**src/rtl/msd_pkg.sv**
```systemverilog
package msd_pkg;
  typedef logic [1:0] sd_t;
  localparam sd_t SD_ZERO = 2'b00;
  localparam sd_t SD_POS  = 2'b01;
  localparam sd_t SD_NEG  = 2'b11;

  function automatic logic signed [2:0] sd_val(sd_t d);
    case (d)
      SD_POS:  return 3'sd1;
      SD_NEG:  return -3'sd1;
      default: return 3'sd0;
    endcase
  endfunction

  function automatic sd_t sd_enc(logic signed [2:0] v);
    case (v)
      3'sd1:   return SD_POS;
      -3'sd1:  return SD_NEG;
      default: return SD_ZERO;
    endcase
  endfunction

  // non-negative digit, 10 counts as zero
  function automatic logic sd_is_bin(sd_t d);
    return d != SD_NEG;
  endfunction
endpackage

```
**src/rtl/msd_operand_neg.sv**
```systemverilog
module msd_operand_neg
  import msd_pkg::*;
#(
  parameter int N = 8
) (
  input  logic [2*N-1:0] b_i,
  input  logic           neg_i,
  output logic [2*N-1:0] b_o
);
  for (genvar i = 0; i < N; i++) begin : g_dig
    sd_t d;
    assign d = b_i[2*i+:2];
    always_comb begin
      case (d)
        SD_POS:  b_o[2*i+:2] = neg_i ? SD_NEG : SD_POS;
        SD_NEG:  b_o[2*i+:2] = neg_i ? SD_POS : SD_NEG;
        default: b_o[2*i+:2] = SD_ZERO;
      endcase
    end
  end
endmodule

```
**src/rtl/msd_tw_cell.sv**
```systemverilog
module msd_tw_cell
  import msd_pkg::*;
(
  input  sd_t  a_i,
  input  sd_t  b_i,
  input  logic g_i,
  output sd_t  t_o,
  output sd_t  w_o
);
  logic signed [2:0] s;
  assign s = sd_val(a_i) + sd_val(b_i);

  always_comb begin
    t_o = SD_ZERO;
    w_o = SD_ZERO;
    case (s)
      3'sd2:  t_o = SD_POS;
      -3'sd2: t_o = SD_NEG;
      3'sd1: begin
        // lower transfer is in {0,+1} when g=1, in {-1,0} when g=0
        t_o = g_i ? SD_POS : SD_ZERO;
        w_o = g_i ? SD_NEG : SD_POS;
      end
      -3'sd1: begin
        t_o = g_i ? SD_ZERO : SD_NEG;
        w_o = g_i ? SD_NEG : SD_POS;
      end
      default: ;
    endcase
  end
endmodule

```
**src/rtl/msd_sum_cell.sv**
```systemverilog
module msd_sum_cell
  import msd_pkg::*;
(
  input  sd_t w_i,
  input  sd_t t_i,
  output sd_t s_o
);
  logic signed [2:0] v;
  assign v   = sd_val(w_i) + sd_val(t_i);
  assign s_o = sd_enc(v);
endmodule

```
**src/rtl/msd_addsub.sv**
```systemverilog
module msd_addsub
  import msd_pkg::*;
#(
  parameter int N       = 8,
  parameter bit REG_OUT = 1'b1
) (
  input  logic               clk_i,
  input  logic               rst_ni,
  input  logic               sub_i,
  input  logic [2*N-1:0]     a_i,
  input  logic [2*N-1:0]     b_i,
  output logic [2*(N+1)-1:0] sum_o
);
  localparam int RW = 2 * (N + 1);

  logic [2*N-1:0] b_eff;
  logic [N:0]     g;
  logic [2*N-1:0] w_vec;
  logic [2*N-1:0] t_vec;
  logic [RW-1:0]  res_c;

  msd_operand_neg #(.N(N)) u_neg (
    .b_i  (b_i),
    .neg_i(sub_i),
    .b_o  (b_eff)
  );

  assign g[0] = 1'b1;

  for (genvar i = 0; i < N; i++) begin : g_pos
    assign g[i+1] = sd_is_bin(a_i[2*i+:2]) & sd_is_bin(b_eff[2*i+:2]);

    msd_tw_cell u_tw (
      .a_i(a_i[2*i+:2]),
      .b_i(b_eff[2*i+:2]),
      .g_i(g[i]),
      .t_o(t_vec[2*i+:2]),
      .w_o(w_vec[2*i+:2])
    );

    if (i == 0) begin : g_lsd
      msd_sum_cell u_sum (
        .w_i(w_vec[1:0]),
        .t_i(SD_ZERO),
        .s_o(res_c[1:0])
      );
    end else begin : g_mid
      msd_sum_cell u_sum (
        .w_i(w_vec[2*i+:2]),
        .t_i(t_vec[2*(i-1)+:2]),
        .s_o(res_c[2*i+:2])
      );
    end
  end

  assign res_c[RW-1-:2] = t_vec[2*N-1-:2];

  if (REG_OUT) begin : g_reg
    always_ff @(posedge clk_i or negedge rst_ni) begin
      if (!rst_ni) sum_o <= '0;
      else         sum_o <= res_c;
    end
  end else begin : g_comb
    assign sum_o = res_c;
  end
endmodule


```
**config.mk**
```make
export PLATFORM = sky130hd
export DESIGN_NAME = msd_addsub
export DESIGN_NICKNAME = d
export VERILOG_FILES = /design/src/rtl/msd_pkg.sv /design/src/rtl/msd_operand_neg.sv /design/src/rtl/msd_tw_cell.sv /design/src/rtl/msd_sum_cell.sv /design/src/rtl/msd_addsub.sv
export SDC_FILE = /design/constraint.sdc
export NUM_CORES = 1
export LEC_CHECK = 0
export BUFFER_PORTS_ARGS = -buffer_cell sky130_fd_sc_hd__buf_2
export CAP_MARGIN = 20
export CORE_UTILIZATION = 35
export CTS_CLUSTER_DIAMETER = 30
export DETAILED_ROUTE_END_ITERATION = 8
export PLACE_DENSITY_LB_ADDON = 0.25
export SLEW_MARGIN = 20
export SYNTH_ARGS = -nofsm -noshare
export SYNTH_HDL_FRONTEND = slang
export SYNTH_SLANG_ARGS = --single-unit
```
**constraint.sdc**
```tcl
create_clock -name clk_i -period 0.8 [get_ports clk_i]
set_clock_uncertainty 0.05 [all_clocks]
set_input_delay 0.04 -clock clk_i [delete_from_list [all_inputs] [get_ports clk_i]]
set_output_delay 0.04 -clock clk_i [all_outputs]
set_load 0.02 [all_outputs]
```
=== Yosys cells after proc, flatten, opt, wreduce, memory -nomap -nowiden ===
Cells that the tools add are included.

* Flip-flop bits (word level): 18
* Output and inout bits: 18
* Word-level logic and storage cells: 258

* Add/sub/neg operators: 15
* Equal/unequal tests: 140
* Multiplexer cells: 86
* Bitwise logic cells: 7
* Reductions and logical operators: 9

{| class="wikitable"
|+ Operators with widths
! operator !! number
|-
| $pmux 3 s2 || 31
|-
| $eq 2x1->1 const B || 39
|-
| $eq 2x2->1 const B || 39
|-
| $eq 3x3->1 const B || 24
|-
| $pmux 2 s2 || 17
|-
| $pmux 2 s4 || 7
|-
| $eq 3x1->1 const B || 16
|-
| $mux 2 || 24
|-
| $add 3x3->3 || 15
|-
| $ne 2x2->1 const B || 14
|-
| $eq 3x2->1 const B || 8
|-
| $reduce_or 2->1 || 9
|-
| $and 1x1->1 || 7
|-
| $mux 1 || 7
|}

=== Depth between registers and ports, before layout ===
* Depth in word-level cells: 13
* Depth in mapped cells: 13
* Mapped depth without buffers: 12

=== Modules after synthesis ===
A second synthesis with hierarchy kept.

* Cells, all modules: 252
* Area total of the unflattened synthesis: 2278.4 µm²

{| class="wikitable"
|+ Modules (own cells, without submodules)
! module !! times used !! cells each !! area each (µm²) !! seq. area each (µm²)
|-
| msd_tw_cell || 8 || 14 || 102.6 || 0.0
|-
| msd_sum_cell || 8 || 11 || 93.8 || 0.0
|-
| msd_addsub || 1 || 27 || 545.5 || 450.4
|-
| msd_operand_neg || 1 || 25 || 161.4 || 0.0
|}

=== Least setup slack after synthesis ===
No wires, ideal clock.

* Path type: input to register
* Start point: in sub_i
* End point: reg sum_o[12]
* Setup time: 119 ps
* Arrival: 2593 ps
* Required time: 631 ps
* Slack: -1962 ps
* Cell stages on the path: 11
* Cell sequence: buf_6 > xor2_1 > nand2_1 > fa_1 > and3b_1 > a221o_1 > a21o_1 > ha_1 > fa_1 > xnor2_1 > and2_1

* Cells in the longest elaborated chain, start to end: 13
* Elaborated cells on any way between the ends: 39

{| class="wikitable"
|+ Ends and longest elaborated chain
! element !! line !! source
|-
| from (decl) || msd_addsub.sv:9 || <nowiki>input logic sub_i,</nowiki>
|-
| $mux 2, on equally long branches || msd_operand_neg.sv:16, msd_operand_neg.sv:15 ||
|-
| $pmux 2 s2 || msd_operand_neg.sv:14 || <nowiki>case (d)</nowiki>
|-
| $eq 2x2->1 / $eq 2x1->1 (equally long branches) || msd_pkg.sv:8 || <nowiki>case (d)</nowiki>
|-
| $pmux 3 s2 || msd_pkg.sv:8 ||
|-
| $add 3x3->3 || msd_tw_cell.sv:11 || <nowiki>assign s = sd_val(a_i) + sd_val(b_i);</nowiki>
|-
| $eq 3x1->1 / $eq 3x3->1 (equally long branches) || msd_tw_cell.sv:16 || <nowiki>case (s)</nowiki>
|-
| $reduce_or 2->1 (no source line) || - ||
|-
| $mux 2 || - ||
|-
| $eq 2x2->1 / $eq 2x1->1 (equally long branches) || msd_pkg.sv:8 ||
|-
| $pmux 3 s2 || msd_pkg.sv:8 ||
|-
| $add 3x3->3 (*) || msd_sum_cell.sv:9 || <nowiki>assign v = sd_val(w_i) + sd_val(t_i);</nowiki>
|-
| $eq 3x3->1 / $eq 3x1->1 (equally long branches) || msd_pkg.sv:16 || <nowiki>case (v)</nowiki>
|-
| $pmux 2 s2 (*) || msd_pkg.sv:16 ||
|-
| named net g_pos[6].g_mid.u_sum.s_o[0] || msd_sum_cell.sv:6 || <nowiki>output sd_t s_o</nowiki>
|-
| to (signal assigned) || msd_addsub.sv:61 || <nowiki>else sum_o <= res_c;</nowiki>
|-
| to (decl) || msd_addsub.sv:12 || <nowiki>output logic [2*(N+1)-1:0] sum_o</nowiki>
|}

The timed path passes the listed nets; every way through them passes the cells marked *.

=== Final worst setup path ===
* Start point: in b_i[10]
* End point: reg sum_o[12]

* Cells in the longest elaborated chain, start to end: 12
* Elaborated cells on any way between the ends: 26

{| class="wikitable"
|+ Ends and longest elaborated chain
! element !! line !! source
|-
| from (decl) || msd_addsub.sv:11 || <nowiki>input logic [2*N-1:0] b_i,</nowiki>
|-
| $eq 2x2->1 / $eq 2x1->1 (equally long branches) || msd_operand_neg.sv:14 ||
|-
| $pmux 2 s2 (*) || msd_operand_neg.sv:14 ||
|-
| $eq 2x2->1 / $eq 2x1->1 (equally long branches) || msd_pkg.sv:8 ||
|-
| $pmux 3 s2 || msd_pkg.sv:8 ||
|-
| $add 3x3->3 || msd_tw_cell.sv:11 ||
|-
| $eq 3x3->1, or another cell as far along || msd_tw_cell.sv:16 ||
|-
| $pmux 2 s4 || msd_tw_cell.sv:16 ||
|-
| $eq 2x2->1 / $eq 2x1->1 (equally long branches) || msd_pkg.sv:8 ||
|-
| $pmux 3 s2 || msd_pkg.sv:8 ||
|-
| $add 3x3->3 (*) || msd_sum_cell.sv:9 ||
|-
| $eq 3x3->1 / $eq 3x1->1 (equally long branches) || msd_pkg.sv:16 ||
|-
| $pmux 2 s2 (*) || msd_pkg.sv:16 ||
|-
| named net g_pos[6].g_mid.u_sum.s_o[0] || msd_sum_cell.sv:6 ||
|}

Marks and branches as above.

==> flow_metrics.py <==
metrics = {
    "status": {
        "status": "finished, violations left",
        "violations": "setup timing",
    },
    "timing": {
        "finalHoldViolations": 0,
        "worstMarginPinSlew_ns": 0.3988,
        "holdWs_ns": 0.1182,
        "drv_slew": 0,
        "rsz0062_at_grt": "yes",
        "fin_crit_sh_pct": 298.2,
        "min_period_ns": 2.385,
        "setup_slack_ns": -1.585,
        "setup_violations": 35,
        "slew_headroom_pct": 73.41,
        "maxClockFrequency_mhz": 419.2,
    },
    "pwr": {
        "power_density_mw_per_mm2": 1589,
        "p_leak_uw": 0.001536,
        "design_power_total_uw": 5093,
        "irDropWorstVdd_uv": 730.0,
    },
    "synthesis": {
        "syn-cell-area_mm2": 0.002022,
        "syn_nets": 290,
        "synth.distinct_cells": 31,
        "synthFlopType": "dfrtp_1",
        "synth.area.mux_share_pct": 0,
        "yosys-top-cells-area": "fa_1, dfrtp_1, ha_1, and2_1, nand2b_1",
        "synth_largest_area_cell": "fa_1",
        "synth_xor_area_share_pct": 8.168,
        "netlist_instances": 216,
        "synthArstFlopShare_pct": 100.0,
        "synth_top_family_by_area": "adder cells",
        "synth-edff-count": 0,
        "synth_compound_area_share_pct": 9.715,
        "synthSimpleGateAreaFrac_pct": 21.16,
        "synth_top_cell_area_share_pct": 21.78,
        "ys_seq_area_share_pct": 21.04,
        "synth_seq_cells": 17,
        "synthAdderAreaFrac_pct": 32.30,
        "yosys_warnings": 0,
        "yosys-top-cells-count": "fa_1, nand2_1, inv_1",
        "syn_avg_cell_area_um2": 9.361,
    },
    "floorplanning": {
        "core_area_mm2": 0.005540,
        "die-area_mm2": 0.006085,
        "die_y_um": 78.01,
        "io_pins": 53,
        "die_w_um": 78.01,
        "fp-row-count": 27,
        "initial_core_util_pct": 36.50,
    },
    "setup_path": {
        "critPathKind": "input port to flip-flop",
        "cp_max_fo": 4,
        "cp.required_ns": 0.90,
        "critPathLaunchType": "input port",
        "crit_path_end_kind": "flip-flop",
        "cp.arrival_ns": 2.48,
    },
    "routing": {
        "route.detailed.drc": 0,
        "avgViaCountPerCell": 4.589,
        "wl_mm": 4.401,
        "antenna_left": 0,
        "via_count": 1799,
        "drt_pass1_iterations": 4,
        "dr.first_iter.drc_count": 47,
        "wl_per_cell_um": 11.23,
    },
    "clock_tree": {
        "path_clk_slew_ns": 0.07,
        "cts_buffer_depth": 2,
        "cts_tree": "done",
        "cts_max_level": 1,
        "clock_sinks": 17,
        "cts_root_buffer": "clkbuf_8",
        "cts_buffers": 3,
    },
    "layout": {
        "largestRegisters": "sum_o: 17 flops",
        "layout.nets": 395,
        "largest_reg_flops": 17,
        "area.growth.synth_to_final_pct": 58.48,
        "final_util_pct": 57.84,
        "top_register": "sum_o",
        "drive_gt1_share_pct": 54.06,
        "fin_cells": 392,
        "diodes": 0,
    },
    "placed_design": {
        "pre_cts_ws_ns": -2.060,
        "place_congestion": 0.7724,
        "io_buffers": 52,
        "dp_hpwl_mm": 3.488,
        "dpl.cell_count": 375,
    },
    "global_routing": {
        "antenna_found_initial": 0,
        "grt_pass1_wl_mm": 7.734,
        "grt_pass1_vias": 1847,
        "grt_start_max_net_pins": 18,
        "grt_usage_pct": 15.96,
        "grt_remaining_overflow": 0,
    },
    "min_path": {
        "hold_path.class": "input port to flip-flop",
    },
    "flow_run": {
        "max_cap_violations": 0,
    },
}
-- power breakdown --
part	switching (uW)	internal, uW
logic	1450	1810
registers	100	1070
clock network	316	346
-- cells by family after synthesis --
group / count (synthesis)
AOI/OAI and AO/OA: 29
and+or+nand+nor: 75
DFF: 17
xor gates and xnor gates: 18
adders and majority gates: 39
buffers and inverters: 38
-- layout make-up --
| class | instances | area, um^2 |
|---|---|---|
| fill | 456 | 2336 |
| multi-input combinational | 161 | 1659 |
| timing repair buffer | 118 | 908.4 |
| sequential | 17 | 425.4 |
| tap | 72 | 90.09 |
| inverter | 20 | 75.07 |
| clock buffer | 3 | 41.29 |
| clock inverter | 1 | 5.005 |
-- worst max-delay path, cell delays in order --
cell and delay (ns):
buf_2 0.12, ha_2 0.20, fa_2 0.49, and3b_1 0.19, a221o_1 0.32, a21o_1 0.16, ha_2 0.19, fa_1 0.48
xnor2_1 0.14, and2_1 0.15
-- what timing repair did --
| item | in CTS | in global routing |
|---|---|---|
| gates cloned | 0 | 0 |
| endpoints found under the hold margin | 17 | 0 |
| pin swaps | 28 | 32 |
| setup endpoints to repair | 35 | 35 |
| setup buffers | 5 | 7 |
| resized for setup | 66 | 28 |
| hold buffers | 1 | 0 |
-- metal layers --
layer  global-route usage (%)  wire, um  part of all wire, %
met3                    1.412       143                  3.2
met1                    18.96      1921                   44
met2                    30.62      2295                   52
met5                        0         0                    0
met4                    3.889        40                 0.91
-- per-stage QoR --
stage               TNS, ns  area (um^2)
floorplan            -24.88         2058
global placement     -29.34         2719
detailed placement   -30.15         2719
CTS                  -23.19         3038
global route         -25.29         3204
finish               -23.14         3204
-- layout by cell type (no fill, tap or decap), types with 7 or more instances in the layout --
cell and count:
buf_6 22, nand2_1 20, buf_2 30, fa_2 7
nand2b_1 9, ha_2 9, xor2_1 7, fa_1 15
xnor2_1 7, buf_4 64, dfrtp_1 17, and2_1 12
inv_1 16, ha_1 8
-- worst paths after layout --
kind / start / endpoint / slack (ns) / depth (start not counted)
min in group asynchronous: rst_ni / sum_o[16]$_DFF_PN0_ / 0.19 / 2
max in group asynchronous: rst_ni / sum_o[6]$_DFF_PN0_ / 0.22 / 2
worst min-delay path: a_i[0] / sum_o[1]$_DFF_PN0_ / 0.12 / 3
worst max-delay path: b_i[10] / sum_o[12]$_DFF_PN0_ / -1.59 / 10
No activity file was read; power rests on OpenSTA's default activity.
